## config.mk

```make
export PLATFORM = sky130hd
export DESIGN_NAME = sqrt_unit
export DESIGN_NICKNAME = d
export VERILOG_FILES = /design/src/rtl/sqrt_unit_pkg.sv /design/src/rtl/sqrt_unit_rstsync.sv /design/src/rtl/sqrt_unit_ctrl.sv /design/src/rtl/sqrt_unit_dp.sv /design/src/rtl/sqrt_unit.sv
export SDC_FILE = /design/constraint.sdc
export NUM_CORES = 1
export LEC_CHECK = 0
export BUFFER_PORTS_ARGS = -buffer_cell sky130_fd_sc_hd__buf_2
export CORE_MARGIN = 3
export CORE_UTILIZATION = 55
export CTS_CLUSTER_SIZE = 30
export DETAILED_ROUTE_END_ITERATION = 10
export GPL_TIMING_DRIVEN = 0
export PLACE_DENSITY = 0.73
export REMOVE_ABC_BUFFERS = 1
export SYNTH_ARGS = -nofsm -noshare
export SYNTH_HDL_FRONTEND = slang
export SYNTH_SLANG_ARGS = --single-unit
```

## constraint.sdc

```tcl
create_clock -name clk -period 1.8 [get_ports clk]
set_input_delay 0.36 -clock clk [delete_from_list [all_inputs] [get_ports clk]]
set_output_delay 0.36 -clock clk [all_outputs]
set_load 0.01 [all_outputs]
```

## src/rtl/sqrt_unit_pkg.sv

```systemverilog
package sqrt_unit_pkg;
  // Width of the bit-index counter for a result of m bits.
  function automatic int unsigned idx_width(int unsigned m);
    return (m <= 1) ? 1 : $clog2(2 * m);
  endfunction
endpackage

```

## src/rtl/sqrt_unit_rstsync.sv

```systemverilog
module sqrt_unit_rstsync (
  input  logic clk,
  input  logic rst_n,
  output logic rst_sync_n
);
  logic meta_q;
  logic sync_q;

  always_ff @(posedge clk or negedge rst_n) begin
    if (!rst_n) begin
      meta_q <= 1'b0;
      sync_q <= 1'b0;
    end else begin
      meta_q <= 1'b1;
      sync_q <= meta_q;
    end
  end

  assign rst_sync_n = sync_q;
endmodule

```

## src/rtl/sqrt_unit_ctrl.sv

```systemverilog
module sqrt_unit_ctrl #(
  parameter int unsigned M          = 6,
  parameter bit          RESTART_EN = 1'b0,
  parameter int unsigned CW         = 4
) (
  input  logic          clk,
  input  logic          rst_n,
  input  logic          in_valid,
  output logic          accept,
  output logic          busy,
  output logic [CW-1:0] idx,
  output logic [M-1:0]  bit_oh,
  output logic          out_valid
);
  logic          busy_q, busy_d;
  logic [CW-1:0] idx_q, idx_d;
  logic [M-1:0]  oh_q, oh_d;
  logic          ov_q, ov_d;
  logic          en;

  assign accept = in_valid && (!busy_q || RESTART_EN);
  assign en     = accept || busy_q;

  always_comb begin
    busy_d = busy_q;
    idx_d  = idx_q;
    oh_d   = oh_q;
    ov_d   = ov_q;
    if (accept) begin
      busy_d = 1'b1;
      idx_d  = CW'(M - 1);
      oh_d   = M'(1) << (M - 1);
      ov_d   = 1'b0;
    end else if (busy_q) begin
      oh_d = oh_q >> 1;
      if (idx_q == '0) begin
        busy_d = 1'b0;
        ov_d   = 1'b1;
      end else begin
        idx_d = idx_q - CW'(1);
      end
    end
  end

  always_ff @(posedge clk or negedge rst_n) begin
    if (!rst_n) begin
      busy_q <= 1'b0;
      idx_q  <= '0;
      oh_q   <= '0;
      ov_q   <= 1'b0;
    end else if (en) begin
      busy_q <= busy_d;
      idx_q  <= idx_d;
      oh_q   <= oh_d;
      ov_q   <= ov_d;
    end
  end

  assign busy      = busy_q;
  assign idx       = idx_q;
  assign bit_oh    = oh_q;
  assign out_valid = ov_q;
endmodule

```

## src/rtl/sqrt_unit_dp.sv

```systemverilog
module sqrt_unit_dp #(
  parameter int unsigned N  = 8,
  parameter int unsigned M  = 6,
  parameter int unsigned CW = 4
) (
  input  logic           clk,
  input  logic           rst_n,
  input  logic           accept,
  input  logic           busy,
  input  logic [N-1:0]   operand,
  input  logic [CW-1:0]  idx,
  input  logic [M-1:0]   bit_oh,
  output logic [2*M-1:0] op_scaled,
  output logic [2*M-1:0] run_sq,
  output logic [M-1:0]   root
);
  localparam int unsigned W2 = 2 * M;
  localparam int unsigned DW = W2 + 1;
  localparam int unsigned SH = W2 - N;

  logic [W2-1:0] op_q, op_d;
  logic [W2-1:0] sq_q, sq_d;
  logic [M-1:0]  y_q, y_d;
  logic [DW-1:0] trial;
  logic          fits;
  logic          en;

  // (y + 2^i)^2 = y_sq + y*2^(i+1) + 2^(2i)
  always_comb begin
    trial = {1'b0, sq_q}
          + (DW'(y_q) << (idx + CW'(1)))
          + (DW'(bit_oh) << idx);
    fits  = trial <= {1'b0, op_q};
  end

  assign en = accept || busy;

  always_comb begin
    op_d = op_q;
    sq_d = sq_q;
    y_d  = y_q;
    if (accept) begin
      op_d = W2'(operand) << SH;
      sq_d = '0;
      y_d  = '0;
    end else if (fits) begin
      sq_d = trial[W2-1:0];
      y_d  = y_q | bit_oh;
    end
  end

  always_ff @(posedge clk or negedge rst_n) begin
    if (!rst_n) begin
      op_q <= '0;
      sq_q <= '0;
      y_q  <= '0;
    end else if (en) begin
      op_q <= op_d;
      sq_q <= sq_d;
      y_q  <= y_d;
    end
  end

  assign op_scaled = op_q;
  assign run_sq    = sq_q;
  assign root      = y_q;
endmodule

```

## src/rtl/sqrt_unit.sv

```systemverilog
module sqrt_unit
  import sqrt_unit_pkg::*;
#(
  parameter int unsigned N          = 8,
  parameter int unsigned M          = 6,
  parameter bit          RESTART_EN = 1'b0
) (
  input  logic         clk,
  input  logic         rst_n,
  input  logic         in_valid,
  input  logic [N-1:0] operand,
  output logic         out_valid,
  output logic [M-1:0] result
);
  localparam int unsigned CW = idx_width(M);

  logic           rst_sync_n;
  logic           accept;
  logic           busy;
  logic [CW-1:0]  idx;
  logic [M-1:0]   bit_oh;
  logic [2*M-1:0] op_q;
  logic [2*M-1:0] ysq_q;

  sqrt_unit_rstsync u_rst (
    .clk        (clk),
    .rst_n      (rst_n),
    .rst_sync_n (rst_sync_n)
  );

  sqrt_unit_ctrl #(.M(M), .RESTART_EN(RESTART_EN), .CW(CW)) u_ctrl (
    .clk       (clk),
    .rst_n     (rst_sync_n),
    .in_valid  (in_valid),
    .accept    (accept),
    .busy      (busy),
    .idx       (idx),
    .bit_oh    (bit_oh),
    .out_valid (out_valid)
  );

  sqrt_unit_dp #(.N(N), .M(M), .CW(CW)) u_dp (
    .clk       (clk),
    .rst_n     (rst_sync_n),
    .accept    (accept),
    .busy      (busy),
    .operand   (operand),
    .idx       (idx),
    .bit_oh    (bit_oh),
    .op_scaled (op_q),
    .run_sq    (ysq_q),
    .root      (result)
  );
endmodule

```

# After elaboration in Yosys (flattened, before gate mapping)
# Cells that the tools add are included.
dict set report totals {
  reg_bits 40
  out_inout_bits 7
}
dict set report op_classes {
  addsub 4
  n_lt_le_gt_ge 1
  eq_ne 1
  shifts 2
  n_mux 15
  bitwise_logic 1
  reduce_logical 12
}
# op n
set op_table {}
lappend op_table {{$shl 6x4->13} 2}
lappend op_table {{$mux 12} 2}
lappend op_table {{$mux 6} 4}
lappend op_table {{$add 12x13->13} 1}
lappend op_table {{$add 13x13->13} 1}
lappend op_table {{$le 13x12->1} 1}
lappend op_table {{$mux 4} 3}
lappend op_table {{$mux 1} 6}
lappend op_table {{$or 6x6->6} 1}
lappend op_table {{$reduce_and 2->1} 3}
lappend op_table {{$reduce_and 3->1} 2}
lappend op_table {{$reduce_bool 2->1} 3}
lappend op_table {{$add 4x1->4 const B} 1}
lappend op_table {{$logic_not 4->1} 1}
lappend op_table {{$sub 4x1->4 const B} 1}
lappend op_table {{$ne 2x1->1 const B} 1}
lappend op_table {{$logic_and 1x1->1} 1}
lappend op_table {{$logic_not 1->1} 1}
lappend op_table {{$logic_or 1x1->1} 1}

# Logic depth before layout (Yosys ltp)
dict set report logic_depth {
  ltp_word 7
  mapped_depth 27
  ltp_nobuf 23
}

# Hierarchy
# A second synthesis with hierarchy kept.
dict set report unflattened {
  cells_unflattened 363
  area_unflattened_um2 3303.2
}
# mod n_inst cells_per_inst area_per_inst_um2
set modules_own_cells {}
lappend modules_own_cells {sqrt_unit_dp 1 316 2757.6}
lappend modules_own_cells {sqrt_unit_ctrl 1 44 491.7}
lappend modules_own_cells {sqrt_unit_rstsync 1 3 53.8}

# Least setup slack after synthesis
# OpenSTA, ideal clock, no wires.
dict set report synth_path {
  path_type {register to register}
  startpoint {register u_ctrl.idx_q[1], in the netlist u_ctrl.idx[1]}
  endpoint {register u_dp.sq_q[10], in the netlist u_dp.run_sq[10]}
  setup_time_ns 0.128
  arrival_time_ns 5.545
  required_time_ns 1.672
  path_slack_ns -3.873
  path_stages_with_launch 23
  n_path_buf 3
  synth_period_minus_slack_ns 5.673
  path_cell_list {dfrtp_1 clkbuf_1 inv_1 ha_1 clkbuf_1 mux2_2 a22o_1 nand2_1 fa_1 fa_1 nor2b_1 o21ai_1 a21boi_1 o221a_2 o21ai_0 a211o_1 ha_1 nand4_1 nor4_1 inv_1 a311o_1 buf_2 mux2_1}
}
dict set report synth_via {
  elab_chain_cells 7
}
# element line_no
set synth_rtl {}
lappend synth_rtl {{start: declaration} sqrt_unit_ctrl.sv:16} ;# logic [CW-1:0] idx_q, idx_d;
lappend synth_rtl {{start signal: assignment} sqrt_unit_ctrl.sv:53} ;# idx_q <= idx_d;
lappend synth_rtl {{$add 4x1->4} sqrt_unit_dp.sv:31} ;# + (DW'(y_q) << (idx + CW'(1)))
lappend synth_rtl {{$shl 6x4->13} sqrt_unit_dp.sv:31}
lappend synth_rtl {{$add 12x13->13} sqrt_unit_dp.sv:31}
lappend synth_rtl {{$add 13x13->13 (*)} sqrt_unit_dp.sv:32} ;# + (DW'(bit_oh) << idx);
lappend synth_rtl {{$le 13x12->1} sqrt_unit_dp.sv:33} ;# fits = trial <= {1'b0, op_q};
lappend synth_rtl {{$reduce_bool 2->1 (no line)} --}
lappend synth_rtl {{$reduce_and 2->1 (no line)} --}
lappend synth_rtl {{end signal: assignment} sqrt_unit_dp.sv:59} ;# sq_q <= sq_d;
lappend synth_rtl {{end: declaration} sqrt_unit_dp.sv:22} ;# logic [W2-1:0] sq_q, sq_d;
# Every way passes the cells marked *; elsewhere a longest branch is shown, timed or not. The select of a mux whose other input is x is not followed.
# A chain may end at the register's enable or synchronous reset.

# Worst setup path in the final report
dict set report layout_path {
  startpoint {register u_ctrl.idx_q[0], in the netlist u_ctrl.idx[0]}
  endpoint {register u_dp.sq_q[5], in the netlist u_dp.run_sq[5]}
}
# The elaborated chain is that of the path after synthesis.

==> out/qor.yml <==
die:
  die_h_um: 83.8
  fp.coreArea_um2: 5680
  pin_count: 18
  initial_core_util_pct: 58.6
  chipWidth_um: 83.8
  row_count: 27
  fp.dieArea_um2: 7020
worst_setup_path:
  path_max_fanout: 6
  cp-end-kind: "flip-flop"
  cp_cell_sequence: "inv_4, ha_4, or2_4, or3_4, fa_1, inv_1, ha_2, inv_2, fa_2, nor2b_4, o21ai_2, a21boi_2, o221a_4, o21ai_2, a211o_1, ha_4, nand4_1, nor4_4, inv_1, a311o_2, mux2_4"
  setup.worst_path.start_class: "flip-flop"
  worst_ep_arrival_time_ns: 5.48
  cp_num_buf_inv: 4
  slowest_delay_ns: 0.53
  crit_family: "adder cells"
  critPathKind: "flip-flop to flip-flop"
  critPathSlowestCell: "dfrtp_4"
  worstPathRequired_ns: 1.99
drt:
  routed_wl_um: 8550
  num_vias: 2878
  drc: 0
  routedWlPerCell_um: 17.4
  vias_per_cell: 5.87
  drtIter0Drc: 226
  first_pass_iters: 4
  ant_nets: 0
final_layout:
  finalNonFillerCells: 490
  layout.nets: 462
  multi_input_area_um2: 2280
  final-seq-area_um2: 1010
  utilization_pct: 70.7
  layout-drive-gt1-share_pct: 25.4
  fill_cells: 432
  synthToLayoutAreaGrowth_pct: 20.5
  antenna_cells: 0
logic_synthesis:
  synth_warnings: 0
  synth_area_leaders: "dfrtp_1, ha_1, fa_1"
  synth.cell_area_um2: 3330
  synth.most_common_cell: "inv_1"
  synth.avg_cell_area_um2: 8.71
  synth_top_area_cell: "dfrtp_1"
  synthDominantCellAreaShare_pct: 30.1
  postSynthCellCount: 382
  synth_edf_count: 0
  synth-seq-cells: 40
  yosys-top-cells-count: "inv_1, nand2_1, dfrtp_1"
  synth.distinct_cells: 54
  synthFlopType: "dfrtp_1"
  synthArstFlopShare_pct: 100
  ys_seq_area_share_pct: 30.1
timing:
  fin_ws_ns: -3.49
  period_share_pct: 294
  fmax_mhz: 189
  worstMarginPinSlew_ns: 0.845
  maxSlewHeadroom_pct: 43.6
  min_period_ns: 5.29
  slew_viol_final: 0
  fin_skew_ns: 0.0124
  hold_viol: 0
  finalSetupViolCount: 18
  rsz0062_at_grt: "true"
cts:
  cts_tree: "built"
  cts.reportedPaths.clkPinSlew_ns: 0.08
  cts.path.max_buffers: 2
  htree_levels: 2
  clkLatencyLatePin_ns: 0.30
  cts_made_buffers: 5
  cts.sinks: 40
  clock_tree.root_cell: "clkbuf_8"
placed_design:
  placed_cells_incl_taps: 455
  place_hpwl_um: 5360
  gp_congestion: 1.04
  io_buffer_count: 17
global_route:
  track_usage_pct: 24.3
  grt_pass1_vias: 2772
  grt_pass1_wl_um: 13700
  grt-ovfl-total: 0
  grt_max_degree: 39
  antenna_found_initial: 0
outcome:
  status: "finished with violations"
  violations: "negative setup slack"
worst_hold_path:
  min_path_type: "primary input to flip-flop"
run:
  drv_cap: 0
## registers in the layout (all words and copies together), names as in the netlist
| name | flops |
|---|---|
| u_dp.run_sq | 12 |
| u_dp.op_scaled | 8 |
| u_ctrl.bit_oh | 6 |
| u_dp.root | 6 |
| u_ctrl.idx | 4 |
| u_ctrl.busy | 1 |
| u_ctrl.out_valid | 1 |
| u_rst.meta_q | 1 |
| u_rst.rst_sync_n | 1 |
## repair_timing
| item | in CTS | in global routing |
|---|---|---|
| setup endpoints to repair | 32 | 31 |
| buffers inserted | 18 | 7 |
| gates cloned | 1 | 0 |
| gates resized for setup | 46 | 23 |
| pin swaps | 10 | 11 |
| hold buffers | 1 | 0 |
| endpoints found under the hold margin | 2 | 0 |
## cell usage in the layout, fill, tap and decap left out, types with 3 or more instances in the layout
cell       n
inv_1     57
nand2_1   46
dfrtp_1   35
buf_2     18
buf_4     18
ha_1      15
nor2_1    14
o21ai_0   14
a21oi_1   14
mux2i_1   12
fa_1      12
mux2_4     9
and2_1     9
xnor2_1    8
o21ai_2    8
mux2_1     8
nand3_1    7
clkbuf_8   7
o31ai_1    6
nor3_1     6
buf_6      6
a31oi_1    5
o211ai_1   4
o21ai_1    4
a21o_1     4
o21a_1     4
nand4_1    4
ha_4       4
xnor2_2    3
mux2_2     3
a21oi_2    3
nor2b_1    3
dfrtp_2    3
## kinds of logic after synthesis
family                   Yosys count  synth area share (%)
AND/OR/NAND/NOR                  104                  14.5
buffers and inverters             76                  8.95
adder cells (fa/ha/maj)           34                  15.7
other                              1                 0.113
multiplexers                      33                  11.2
flip-flops                        40                  30.1
XOR/XNOR                          14                  4.32
AO/OA/AOI/OAI                     80                  15.2
## final timing paths
path                                                 start                              to  slack, ns  cells after the start
worst max-delay path             u_ctrl.idx[0]$_DFFE_PN0P_      u_dp.run_sq[5]$_DFFE_PN0P_      -3.49                     21
worst min-delay path                            operand[7]  u_dp.op_scaled[11]$_DFFE_PN0P_       0.26                      2
worst max register to register   u_ctrl.idx[0]$_DFFE_PN0P_      u_dp.run_sq[5]$_DFFE_PN0P_      -3.49                     21
worst min register to register      u_rst.meta_q$_DFF_PN0_      u_rst.rst_sync_n$_DFF_PN0_       0.36                      0
max in group asynchronous       u_rst.rst_sync_n$_DFF_PN0_       u_ctrl.idx[2]$_DFFE_PN0P_       0.78                      0
min in group asynchronous                            rst_n      u_rst.rst_sync_n$_DFF_PN0_       0.36                      2
## final cells by class
cell class / instances / share of cell area [%]
well taps: 72 / 2.25
repair buffers: 43 / 7.55
flip-flops and latches: 40 / 25.2
inverters: 60 / 5.68
multi-input cells: 267 / 56.8
clock buffers: 8 / 2.50
## per-layer routing
layer / GRT usage, % / up-vias / wire (um)
met5: 0 / - / 0
met3: 6.52 / 26 / 541
met2: 38.6 / 97 / 4040
li1: - / 1364 / -
met1: 32.9 / 1391 / 3750
met4: 6.73 / 0 / 212
## per-stage QoR
stage	setup TNS [ns]	hold WS (ns)	cell area [um2]	worst slack (ns)
after floorplan	-71.73	0.0644	3260	-4.10
after global placement	-90.57	0.145	3430	-4.83
after detailed placement	-93.69	0.145	3430	-4.99
after CTS	-61.46	0.267	3860	-3.42
after global routing	-65.10	0.264	4010	-3.66
final	-61.90	0.260	4010	-3.49
Power is not shown: default switching activity piles up to over one toggle a cycle in this logic, so the estimate is an artifact.
